`src/rtl/npic_pkg.sv`:
```
package npic_pkg;
  typedef enum logic [1:0] {
    REG_ENABLE = 2'd0,
    REG_BASE   = 2'd1,
    REG_EOI    = 2'd2,
    REG_RSVD   = 2'd3
  } npic_reg_e;
endpackage

```
`src/rtl/npic_prio_pick.sv`:
```
// Lowest set index wins (index 0 = highest priority).
module npic_prio_pick #(
  parameter int N  = 8,
  localparam int IW = (N > 1) ? $clog2(N) : 1
) (
  input  logic [N-1:0]  vec_i,
  output logic          any_o,
  output logic [IW-1:0] idx_o,
  output logic [N-1:0]  oh_o
);
  always_comb begin
    any_o = |vec_i;
    idx_o = '0;
    for (int i = N - 1; i >= 0; i--) begin
      if (vec_i[i]) idx_o = i[IW-1:0];
    end
    oh_o = vec_i & ~(vec_i - 1'b1);
  end
endmodule

```
`src/rtl/npic_regs.sv`:
```
module npic_regs
  import npic_pkg::*;
#(
  parameter int N      = 8,
  parameter int DW     = 8,
  parameter int BASE_W = 5
) (
  input  logic              clk_i,
  input  logic              rst_ni,
  input  logic              we_i,
  input  logic [1:0]        addr_i,
  input  logic [DW-1:0]     wdata_i,
  output logic [N-1:0]      en_o,
  output logic [BASE_W-1:0] base_o,
  output logic              eoi_o
);
  npic_reg_e sel;
  assign sel   = npic_reg_e'(addr_i);
  assign eoi_o = we_i && (sel == REG_EOI);

  always_ff @(posedge clk_i or negedge rst_ni) begin
    if (!rst_ni) begin
      en_o   <= '0;
      base_o <= '0;
    end else if (we_i) begin
      case (sel)
        REG_ENABLE: en_o   <= wdata_i[N-1:0];
        REG_BASE:   base_o <= wdata_i[BASE_W-1:0];
        default: ;
      endcase
    end
  end
endmodule

```
`src/rtl/npic_isr.sv`:
```
module npic_isr #(
  parameter int N = 8
) (
  input  logic         clk_i,
  input  logic         rst_ni,
  input  logic [N-1:0] set_oh_i,
  input  logic         eoi_i,
  output logic [N-1:0] isr_o
);
  logic [N-1:0] top_oh;
  logic [N:0]   at_or_above;

  assign top_oh      = isr_o & ~(isr_o - 1'b1);
  assign at_or_above = ({1'b0, set_oh_i} << 1) - 1'b1;

  always_ff @(posedge clk_i or negedge rst_ni) begin
    if (!rst_ni) isr_o <= '0;
    else         isr_o <= (isr_o & ~(eoi_i ? top_oh : '0)) | set_oh_i;
  end

  AST_SET_ONEHOT: assert property (@(posedge clk_i) disable iff (!rst_ni)
    $onehot0(set_oh_i));
  AST_NEST_ORDER: assert property (@(posedge clk_i) disable iff (!rst_ni)
    (|set_oh_i) |-> ((isr_o & at_or_above[N-1:0]) == '0));
  AST_EOI_RETIRES_ONE: assert property (@(posedge clk_i) disable iff (!rst_ni)
    (eoi_i && (|isr_o) && (set_oh_i == '0)) |=>
      ($countones(isr_o) == $past($countones(isr_o)) - 1));
endmodule

```
`src/rtl/nested_irq_ctrl.sv`:
```
module nested_irq_ctrl #(
  parameter int N     = 8,
  parameter int VEC_W = 8,
  localparam int IW     = (N > 1) ? $clog2(N) : 1,
  localparam int BASE_W = VEC_W - IW,
  localparam int AW     = VEC_W + 2
) (
  input  logic             clk_i,
  input  logic             rst_ni,
  input  logic [N-1:0]     irq_req_i,
  input  logic             bus_we_i,
  input  logic [1:0]       bus_addr_i,
  input  logic [VEC_W-1:0] bus_wdata_i,
  output logic             int_o,
  input  logic             ack_i,
  output logic             vec_valid_o,
  output logic [VEC_W-1:0] vec_o,
  output logic [AW-1:0]    tbl_addr_o
);
  logic [N-1:0]      req_q, en_q, isr_q, pend, pend_oh, isr_oh, set_oh;
  logic [BASE_W-1:0] base_q;
  logic              eoi, pend_any, isr_any, take;
  logic [IW-1:0]     pend_idx, isr_idx;

  always_ff @(posedge clk_i or negedge rst_ni) begin
    if (!rst_ni) req_q <= '0;
    else         req_q <= irq_req_i;
  end

  npic_regs #(.N(N), .DW(VEC_W), .BASE_W(BASE_W)) i_regs (
    .clk_i, .rst_ni,
    .we_i(bus_we_i), .addr_i(bus_addr_i), .wdata_i(bus_wdata_i),
    .en_o(en_q), .base_o(base_q), .eoi_o(eoi)
  );

  assign pend = req_q & en_q & ~isr_q;

  npic_prio_pick #(.N(N)) i_pick_pend (
    .vec_i(pend), .any_o(pend_any), .idx_o(pend_idx), .oh_o(pend_oh)
  );
  npic_prio_pick #(.N(N)) i_pick_isr (
    .vec_i(isr_q), .any_o(isr_any), .idx_o(isr_idx), .oh_o(isr_oh)
  );

  // Signal only when the best pending line outranks the top in-service line.
  assign int_o  = pend_any && (!isr_any || (pend_idx < isr_idx));
  assign take   = ack_i && int_o;
  assign set_oh = take ? pend_oh : '0;

  npic_isr #(.N(N)) i_isr (
    .clk_i, .rst_ni, .set_oh_i(set_oh), .eoi_i(eoi), .isr_o(isr_q)
  );

  always_ff @(posedge clk_i or negedge rst_ni) begin
    if (!rst_ni) begin
      vec_valid_o <= 1'b0;
      vec_o       <= '0;
    end else begin
      vec_valid_o <= take;
      if (take) vec_o <= {base_q, pend_idx};
    end
  end

  assign tbl_addr_o = {vec_o, 2'b00};

  AST_ACK_GIVES_VEC: assert property (@(posedge clk_i) disable iff (!rst_ni)
    take |=> vec_valid_o);
  AST_STRAY_ACK_IGNORED: assert property (@(posedge clk_i) disable iff (!rst_ni)
    !take |=> (!vec_valid_o && $stable(vec_o)));
  AST_VEC_BASE: assert property (@(posedge clk_i) disable iff (!rst_ni)
    take |=> (vec_o[VEC_W-1:IW] == $past(base_q)));
  AST_SERVED_ENABLED: assert property (@(posedge clk_i) disable iff (!rst_ni)
    take |-> ((set_oh & en_q) == set_oh));
  AST_ISR_ONEHOT_TOP: assert property (@(posedge clk_i) disable iff (!rst_ni)
    $onehot0(isr_oh));
endmodule

```
`config.mk`:
```
export PLATFORM = sky130hd
export DESIGN_NAME = nested_irq_ctrl
export DESIGN_NICKNAME = d
export VERILOG_FILES = /design/src/rtl/npic_pkg.sv /design/src/rtl/npic_prio_pick.sv /design/src/rtl/npic_regs.sv /design/src/rtl/npic_isr.sv /design/src/rtl/nested_irq_ctrl.sv
export SDC_FILE = /design/constraint.sdc
export NUM_CORES = 1
export LEC_CHECK = 0
export ABC_CLOCK_PERIOD_IN_PS = 2420
export BUFFER_PORTS_ARGS = -buffer_cell sky130_fd_sc_hd__buf_2
export CAP_MARGIN = 20
export CELL_PAD_IN_SITES_DETAIL_PLACEMENT = 1
export CELL_PAD_IN_SITES_GLOBAL_PLACEMENT = 1
export CORE_ASPECT_RATIO = 1.5
export CORE_MARGIN = 4
export CORE_UTILIZATION = 33
export CTS_CLUSTER_DIAMETER = 30
export CTS_CLUSTER_SIZE = 28
export DETAILED_ROUTE_END_ITERATION = 16
export HOLD_SLACK_MARGIN = 0.06
export PLACE_DENSITY = 0.71
export SYNTH_ARGS = -nofsm -noshare
export SYNTH_HDL_FRONTEND = slang
export SYNTH_SLANG_ARGS = --single-unit
```
`constraint.sdc`:
```
create_clock -name clk_i -period 2.42 [get_ports clk_i]
set_input_delay 0.242 -clock clk_i [delete_from_list [all_inputs] [get_ports clk_i]]
set_output_delay 0.242 -clock clk_i [all_outputs]
set_load 0.02 [all_outputs]
```
After elaboration in Yosys (flattened, before gate mapping)
Index checks and enable logic that the tools add are counted.
- bits of input ports: 22
- latch bits: 0
- memories: 0
- word-level logic and storage cells: 49
- bits in writable memories: 0
- bits in read-only memories: 0
- register bits: 38
- output and inout bits: 20
- div/mod/pow operators: 0
- shift-type cells: 0
- $lt $le $gt $ge: 1
- equality and inequality tests: 2
- $add $sub $neg: 2
- multipliers: 0
- reductions and logical operators: 10
- multiplexer cells: 18
- bitwise gates (word level): 10
- operators with widths (kind ; number):
    $mux W3 ; 16
    $and A8 B8 Y8 ; 5
    $not A8 Y8 ; 4
    $mux W8 ; 2
    $reduce_or A8 Y1 ; 2
    $sub A8 B1 Y8 const B ; 2
    $or A8 B8 Y8 ; 1
    $reduce_and A2 Y1 ; 2
    $logic_and A1 B1 Y1 ; 3
    $lt A3 B3 Y1 ; 1
    $eq A2 B1 Y1 const B ; 1
    $eq A2 B2 Y1 const B ; 1
    $logic_not A2 Y1 ; 1
    $logic_not A1 Y1 ; 1
    $logic_or A1 B1 Y1 ; 1

Logic depth before layout (Yosys ltp)
Gate-level depths: netlist (run 1).
- word-level depth: 16
- depth in mapped cells: 11
- depth with buffers taken out: 11

By module
From an unflattened synthesis (run 1), not the netlist that was laid out.
- cell total of the unflattened synthesis: 178
- area, all modules: 1949.4 um2
- by module, submodules not included (module ; seq. area each (um2) ; cells each ; area each (um2) ; times used):
    nested_irq_ctrl ; 425.4 ; 75 ; 837.1 ; 1
    npic_regs ; 325.3 ; 29 ; 508.0 ; 1
    npic_isr ; 200.2 ; 28 ; 326.6 ; 1
    npic_prio_pick ; 0.0 ; 23 ; 138.9 ; 2

Worst setup path before layout (run 1)
No wires, ideal clock.
- path kind: flip-flop to flip-flop
- from: reg i_isr.isr_o[4]
- to: reg vec_o[1]
- path buffers: 0
- data required time: 2.295 ns
- stages on the path, launching flop included: 12
- setup slack: -0.068 ns
- clock period less this slack: 2.488 ns
- data arrival time: 2.363 ns
- setup time: 0.125 ns
- cell sequence: dfrtp_1 -> nand3b_1 -> and2_1 -> nand2_1 -> a311oi_1 -> ha_1 -> o21a_1 -> o22ai_2 -> o21bai_2 -> nand2_4 -> inv_4 -> mux2_4
- longest elaborated chain between the ends: 11
- elaborated cells between the ends (all ways): 19
- those cells by class: 1 x order compare; 10 x mux; 2 x bitwise; 6 x reduce/logical
- RTL lines (what ; RTL line ; text):
    from (decl) ; npic_isr.sv:8 ; output logic [N-1:0] isr_o
    from (signal assigned) ; npic_isr.sv:18 ; else isr_o <= (isr_o & ~(eoi_i ? top_oh : '0)) | set_oh_i;
    $not A8 Y8 ; nested_irq_ctrl.sv:36 ; assign pend = req_q & en_q & ~isr_q;
    $and A8 B8 Y8 ; nested_irq_ctrl.sv:36 ;
    $mux W3 (5 in a row) ; npic_prio_pick.sv:15 ; if (vec_i[i]) idx_o = i[IW-1:0];
    named net i_pick_pend.idx_o[1] ; npic_prio_pick.sv:8 ; output logic [IW-1:0] idx_o,
    $lt A3 B3 Y1 ; nested_irq_ctrl.sv:46 ; assign int_o = pend_any && (!isr_any || (pend_idx < isr_idx));
    $logic_or A1 B1 Y1 ; nested_irq_ctrl.sv:46 ;
    $logic_and A1 B1 Y1 ; nested_irq_ctrl.sv:46 ;
    $logic_and A1 B1 Y1 ; nested_irq_ctrl.sv:47 ; assign take = ack_i && int_o;
    named net take ; nested_irq_ctrl.sv:22 ; logic eoi, pend_any, isr_any, take;
    to (signal assigned) ; nested_irq_ctrl.sv:60 ; if (take) vec_o <= {base_q, pend_idx};
    to (decl) ; nested_irq_ctrl.sv:17 ; output logic [VEC_W-1:0] vec_o,
The timed path passes the listed nets, and every way through them passes these cells.
A chain may end at the register's enable or synchronous reset.

Final worst setup path (run 1)
- from: reg i_isr.isr_o[2]
- to: out int_o
- longest elaborated chain between the ends: 8
- elaborated cells between the ends (all ways): 14
- those cells by class: 1 x order compare; 6 x mux; 2 x bitwise; 5 x reduce/logical
- RTL lines (what ; RTL line ; text):
    $not A8 Y8 ; nested_irq_ctrl.sv:36 ;
    $and A8 B8 Y8 ; nested_irq_ctrl.sv:36 ;
    $mux W3 (3 in a row) ; npic_prio_pick.sv:15 ;
    $lt A3 B3 Y1 ; nested_irq_ctrl.sv:46 ;
    $logic_or A1 B1 Y1 ; nested_irq_ctrl.sv:46 ;
    $logic_and A1 B1 Y1 (*) ; nested_irq_ctrl.sv:46 ;
    to (decl) ; nested_irq_ctrl.sv:14 ; output logic int_o,
Every way passes the cells marked *; elsewhere a longest branch is shown, timed or not.

==> out/results.ini, run 1 <==
[run_status]
status=complete, but fails checks
violations=setup timing

[floorplanning]
core_um2=5490
row_count=33
die_w_um=69.5
die_h_um=100
initial_core_util=0.341
io_pins=42
design.die.area_um2=6960

[pwr]
p_per_area_nw_per_um2=1430
combPwrFrac=0.588
ir_drop_v=0.000538
p_switching_mw=1.47
power_mw=3.86
p_sw_frac=0.382
pwr-share-seq=0.243
intPower_mw=2.39
leakage_nw=1.28
p_clk_frac=0.169

[placed_design]
place_ws_ns=-0.219
globalplace.congestion=0.820
hpwl_um=3620
io_buffer_count=39
placed_cells=277

[synthesis]
synth.avg_cell_area_um2=12.1
synth-warning-count=0
syn_area_um2=1870
synthFlopType=dfrtp_1
ys_seq_area_frac=0.508
synth_top_area_cell=dfrtp_1
async_flop_share=1.00
yosys.area.top_type_share=0.508
syn_inst=155
synth.top_cells.by_area=dfrtp_1, mux2_2, mux2_4
yosys.cell_types.count=45
synth-seq-cells=38
synth_edf_count=0

[detailed_routing]
drc_errors=0
drt-total-wl_um=5110
antenna_left=0
via_count=1495
drt-pass1-iter-count=4
avgViaCountPerCell=4.85
wl_per_cell_um=16.6
drt_iter0_drc=37

[timing]
skew_ns=0.0105
final_max_slew_viol_count=0
setup_ws_ns=-0.317
timing.final.crit_share=1.13
setup_viol=11
rsz0062_at_grt=yes
hold_viol=0
slew_headroom=0.456
period_needed_ns=2.74
final.setup.tns_ns=-2.09
max_freq_mhz=365
worst_pin_slew_ns=0.816

[cells_and_area]
antenna_cells=0
layout_common_cells=dfrtp_1, buf_2, buf_4, mux2_2, nor2_1
final_core_util=0.491
fin_nets=261
finalNonFillerCells=308
drive_gt1_frac=0.529
area_growth_pct=44.3
n_fill_cell=601
regArea_um2=951
multi_input_area_um2=932

[setup_path]
end_kind=output port
cp_cell_sequence=buf_4, nor4_1, nand2_1, ha_4, a211oi_4, o21ai_2, o21bai_4, nor2b_4, buf_6
crit_fanout=3
slowest_delay_ns=0.43
cp.arrival_ns=2.49
slowest_stage=nor4_1
crit_type=reg2out
cp_data_required_time_ns=2.18
crit_path_start_kind=register

[clock_network]
cts_buffers=5
clk_latency_ns=0.30
cts_sinks=38
clockRootBuffer=clkbuf_8
cts.clk_slew.worst_paths_ns=0.08
htreeDepth=2
cts_buffer_depth=2
cts_tree=yes

[global_routing]
grt_max_degree=39
grt.overflow.total=0
antenna_found_initial=0
grt_pass1_vias=1629
grt_pass1_wl_um=8060
gr-usage-all-layers=0.149

[flow_run]
max-cap-violations=0

[hold_path]
hp-class=in2async

## path summary, 6_finish.rpt
path / startpoint / endpoint / slack (ns) / depth (start not counted)
worst max register to register: i_isr.isr_o[2]$_DFF_PN0_ / i_isr.isr_o[5]$_DFF_PN0_ / -0.23 / 10
min in group clk_i: bus_wdata_i[7] / i_regs.en_o[7]$_DFFE_PN0P_ / 0.17 / 2
max in group asynchronous: rst_ni / i_isr.isr_o[5]$_DFF_PN0_ / 1.87 / 1
worst min-delay path: rst_ni / vec_o[6]$_DFFE_PN0P_ / 0.03 / 1
worst min register to register: i_regs.base_o[0]$_DFFE_PN0P_ / vec_o[3]$_DFFE_PN0P_ / 0.51 / 1
worst max-delay path: i_isr.isr_o[2]$_DFF_PN0_ / int_o / -0.32 / 9
## power groups by stage
stage	Combinational [mW]	Sequential (mW)	Clock [mW]
finish	2.27	0.938	0.652
global route	2.44	0.968	0.695
CTS	2.05	0.944	0.667
detailed placement	1.78	0.958	0
global placement	1.74	0.949	0
floorplan	1.13	1.04	0
## stage by stage
step                      hold slack, ns  cell area, um2
after floorplan                  -0.0536            1890
after global placement             0.350            2260
after detailed placement           0.352            2260
after CTS                         0.0695            2600
after global routing              0.0982            2700
final                             0.0282            2700
## layout make-up
type / count / area share
Multi-Input combinational cell: 104 / 0.345
Clock buffer: 5 / 0.0255
Inverter: 3 / 0.00881
Clock inverter: 3 / 0.0255
Sequential cell: 38 / 0.352
Timing Repair Buffer: 85 / 0.210
Tap cell: 70 / 0.0325
## kinds of logic after synthesis
logic type	after synthesis	share of synthesized area
and+or+nand+nor	53	0.183
DFF	38	0.508
AOI/OAI and AO/OA	28	0.114
muxes	19	0.126
buffers and inverters	14	0.0535
adders and majority gates	2	0.0134
other	1	0.00200
## cells in the mapped netlist, types with 2 or more instances
| cell | count |
|---|---|
| mux2_2 | 13 |
| o31ai_1 | 2 |
| o21a_1 | 2 |
| ha_1 | 2 |
| nand3b_1 | 8 |
| o21ai_1 | 3 |
| nor2_1 | 10 |
| o21ai_0 | 7 |
| mux2_4 | 6 |
| nand2_1 | 9 |
| and3b_1 | 5 |
| nor2b_1 | 6 |
| inv_1 | 2 |
| buf_4 | 10 |
| or3_4 | 2 |
| dfrtp_1 | 38 |
| nand3_1 | 2 |
## worst max-delay path: cells and delay by family (launching register included)
| family | cells | cell delay (ns) |
|---|---|---|
| fa+ha+maj | 1 | 0.26 |
| buf+inv | 2 | 0.27 |
| flops | 1 | 0.40 |
| compound gates | 3 | 0.50 |
| simple gates | 3 | 0.78 |
## state kept, by name, indices dropped and copies added, names as in the netlist
register,count
i_isr.isr_o,8
vec_o,8
i_regs.en_o,8
req_q,8
i_regs.base_o,5
vec_valid_o,1
## timing repair
action / CTS / global route
hold buffers: 8 / 0
resized for setup: 9 / 13
pin swaps: 6 / 8
buffers inserted: 11 / 4
endpoints found under the hold margin: 8 / 0
endpoints found under the setup margin: 12 / 16
## per-layer routing
layer	share of wire	global-route usage	vias up
li1	-	-	710
met5	0	0	-
met2	0.59	0.297	35
met4	0.014	0.0406	0
met3	0.046	0.0331	7
met1	0.35	0.154	743
Power figures use the tool's default switching activity.
==> inputs of run 2 (changes only) <==
--- a/config.mk
+++ b/config.mk
@@ -5,6 +5,7 @@
 export SDC_FILE = /design/constraint.sdc
 export NUM_CORES = 1
 export LEC_CHECK = 0
+export ABC_AREA = 1
 export ABC_CLOCK_PERIOD_IN_PS = 2420
 export BUFFER_PORTS_ARGS = -buffer_cell sky130_fd_sc_hd__buf_2
 export CAP_MARGIN = 20
@@ -17,7 +18,7 @@
 export CTS_CLUSTER_SIZE = 28
 export DETAILED_ROUTE_END_ITERATION = 16
 export HOLD_SLACK_MARGIN = 0.06
-export PLACE_DENSITY = 0.71
+export PLACE_DENSITY_LB_ADDON = 0.1
 export SYNTH_ARGS = -nofsm -noshare
 export SYNTH_HDL_FRONTEND = slang
 export SYNTH_SLANG_ARGS = --single-unit
==> run 2 against run 1 <==
Against the previous run:
- the run now ends clean
- non-clock buffer count shrank 26
- count of clock-buffer cells in the layout is the same
- area after synthesis is essentially flat
- die area is essentially flat
- sequential cell count is the same
- global-route usage shrank 0.22 points
- critical endpoint unchanged
==> out/results.ini, run 2 <==
[timing]
period_needed_ns=2.37  ; was 2.74 ns
max_freq_mhz=423  ; was 365 MHz
slew_headroom=0.428  ; was 0.456
hold_viol=0  ; unchanged
skew_ns=0.0122  ; was 0.0105 ns
worst_pin_slew_ns=0.859  ; was 0.816 ns
setup_viol=0  ; was 11
final_max_slew_viol_count=0  ; unchanged
timing.final.crit_share=0.977  ; was 1.13
rsz0062_at_grt=yes  ; unchanged

[setup_path]
slowest_delay_ns=0.40  ; was 0.43 ns
crit_start=i_regs.en_o[0]$_DFFE_PN0P_  ; was i_isr.isr_o[2]$_DFF_PN0_
cp.arrival_ns=2.12  ; was 2.49 ns
path_buf_inv=4  ; was 2
crit_path_start_kind=register  ; unchanged
crit_type=reg2out  ; unchanged
slowest_stage=dfrtp_1  ; was nor4_1
cp_cell_sequence=nand2_2, nor2_4, a31oi_1, inv_2, nor2_4, inv_4, nor2_4, ha_4, a21oi_2, nand2_2, nand2_4, nand2_2, inv_2, buf_6  ; was buf_4, nor4_1, nand2_1, ha_4, a211oi_4, o21ai_2, o21bai_4, nor2b_4, buf_6
cp_data_required_time_ns=2.18  ; about the same
path_delay_family=simple AND/OR/NAND/NOR gates  ; unchanged
cp.depth=14  ; was 9
crit_fanout=4  ; was 3
reg2reg_depth=15  ; was 10
r2r-start=i_regs.en_o[0]$_DFFE_PN0P_  ; was i_isr.isr_o[2]$_DFF_PN0_
end_kind=output port  ; unchanged

[synthesis]
async_flop_share=1.00  ; unchanged
synth_edf_count=0  ; unchanged
syn_area_um2=1870  ; about the same
synth.top_cells.by_area=dfrtp_1, nand2_1, nand4_1  ; was dfrtp_1, mux2_2, mux2_4
synth_most_common_cell=nand2_1  ; was dfrtp_1
yosys.cell_types.count=27  ; was 45
synth_commonest_cells=nand2_1, dfrtp_1, inv_1, nor2_1, nand4_1  ; was dfrtp_1, mux2_2, buf_4, nor2_1, nand2_1
synth-seq-cells=38  ; unchanged
synthFlopType=dfrtp_1  ; unchanged
synth.avg_cell_area_um2=8.59  ; was 12.1 um2
synth_top_area_cell=dfrtp_1  ; unchanged
synth-warning-count=0  ; unchanged
ys_seq_area_frac=0.508  ; about the same
yosys.area.top_type_share=0.508  ; about the same
syn_inst=218  ; was 155

[placed_design]
io_buffer_count=39  ; unchanged
globalplace.congestion=0.790  ; was 0.820
placed_area_um2=2050  ; was 2260 um2
hpwl_um=3510  ; was 3620 um

[flow_run]
max-cap-violations=0  ; unchanged

[global_routing]
grt.overflow.total=0  ; unchanged
antenna_found_initial=0  ; unchanged
grt.busiest_layer=met2  ; unchanged
grt_pass1_wl_um=8160  ; was 8060 um
gr-usage-all-layers=0.147  ; was 0.149
gr-usage-met2=0.282  ; was 0.297
use_met3=0.0301  ; was 0.0331
grt_max_degree=39  ; unchanged
use_met1=0.162  ; was 0.154
grt_pass1_vias=1679  ; was 1629

[clock_network]
cts_buffer_depth=2  ; unchanged
cts.clk_slew.worst_paths_ns=0.09  ; was 0.08 ns
clockRootBuffer=clkbuf_8  ; unchanged
cts_buffers=5  ; unchanged
clk_latency_ns=0.30  ; about the same
cts_sinks=38  ; unchanged
cts_tree=yes  ; unchanged
htreeDepth=2  ; unchanged

[cells_and_area]
fin_nets=294  ; was 261
area_growth_pct=32.0  ; was 44.3%
layout_common_cells=nand2_1, buf_2, dfrtp_1, inv_1, nand4_1  ; was dfrtp_1, buf_2, buf_4, mux2_2, nor2_1
n_fill_cell=668  ; was 601
layout_commonest_cell=nand2_1
drive_gt1_frac=0.365  ; was 0.529
antenna_cells=0  ; unchanged
final_area_um2=2470  ; was 2700 um2

[detailed_routing]
drt_iter0_drc=63  ; was 37
via_count=1644  ; was 1495
antenna_left=0  ; unchanged
drt-total-wl_um=5060  ; was 5110 um
drt-pass1-iter-count=4  ; unchanged
drc_errors=0  ; unchanged
avgViaCountPerCell=4.82  ; was 4.85
wl_per_cell_um=14.8  ; was 16.6 um

[floorplanning]
core_um2=5490  ; unchanged
die_h_um=100  ; about the same
row_count=33  ; unchanged
initial_core_util=0.341  ; about the same
io_pins=42  ; unchanged
design.die.area_um2=6970  ; was 6960 um2
die_w_um=69.5  ; about the same

[pwr]
leakage_nw=1.26  ; was 1.28 nW
p_per_area_nw_per_um2=1400  ; was 1430 nW/um2
power_mw=3.46  ; was 3.86 mW
ir_drop_v=0.000571  ; was 0.000538 V

[run_status]
status=completed  ; was complete, but fails checks

[hold_path]
hp-class=in2async  ; unchanged

run 2: per-stage QoR:
step	setup slack [ns]	TNS (ns)	cells	util	hold slack, ns
after detailed placement	0.0563	0	315	0.374	0.352
after global placement	0.115	0	315	0.374	0.350
after global routing	-0.0867	-0.0867	341	0.450	0.137
after CTS	0.00846	0	334	0.426	0.0845
final	0.0547	0	341	0.450	0.0505
after floorplan	0.283	0	219	-	-0.0536
run 2: worst reg2reg max path: stages, from the launching register on:
cell and delay (ns):
dfrtp_1 0.40, nand2_2 0.09, nor2_4 0.05, a31oi_1 0.18, inv_2 0.09, nor2_4 0.12
inv_4 0.05, nor2_4 0.12, ha_4 0.23, a21oi_2 0.14, nand2_2 0.08, nand2_4 0.08
buf_4 0.13, buf_4 0.22, nand4_1 0.14, nand2_1 0.10
run 2: what timing repair did:
| item | in CTS | in global routing |
|---|---|---|
| buffers inserted | 3 | 7 |
| gates resized for setup | 13 | 24 |
| endpoints found under the hold margin | 8 | 0 |
| hold buffers | 8 | 0 |
| setup endpoints to repair | 1 | 3 |
| pin swaps | 3 | 12 |
run 2: path summary, 6_finish.rpt:
kind                                                     end  slack, ns
min in group clk_i                i_regs.en_o[7]$_DFFE_PN0P_       0.18
worst max register to register          vec_o[7]$_DFFE_PN0P_       0.18
worst min-delay path            i_regs.base_o[3]$_DFFE_PN0P_       0.05
max in group asynchronous           i_isr.isr_o[4]$_DFF_PN0_       1.77
worst max-delay path                                   int_o       0.05
worst min register to register          vec_o[3]$_DFFE_PN0P_       0.49
run 2: kinds of logic after synthesis:
logic type / Yosys count / synth area share
other: 1 / 0.00200
muxes: 3 / 0.0180
buffers and inverters: 39 / 0.113
DFF: 38 / 0.508
AOI/OAI and AO/OA: 21 / 0.0602
adders and majority gates: 2 / 0.0134
and+or+nand+nor: 114 / 0.285
run 2: per-layer routing:
| layer | up-vias | routed length (um) |
|---|---|---|
| met2 | 42 | 2810 |
| met5 | - | 0 |
| met3 | 10 | 202 |
| li1 | 797 | - |
| met4 | 0 | 85 |
| met1 | 795 | 1960 |
run 2: power by group:
group / switching, mW / leakage, nW / internal [mW]
logic: 1.12 / 0.720 / 0.708
registers: 0.162 / 0.467 / 0.809
clock network: 0.246 / 0.0683 / 0.413
run 2: cell type report:
class / instances / area (um2) / share of cell area
Sequential cell: 38 / 956 / 0.387
Multi-Input combinational cell: 142 / 825 / 0.334
Timing Repair Buffer: 59 / 372 / 0.150
Inverter: 24 / 92.6 / 0.0375
Tap cell: 70 / 87.6 / 0.0355
Clock buffer: 5 / 68.8 / 0.0279
Clock inverter: 3 / 68.8 / 0.0279
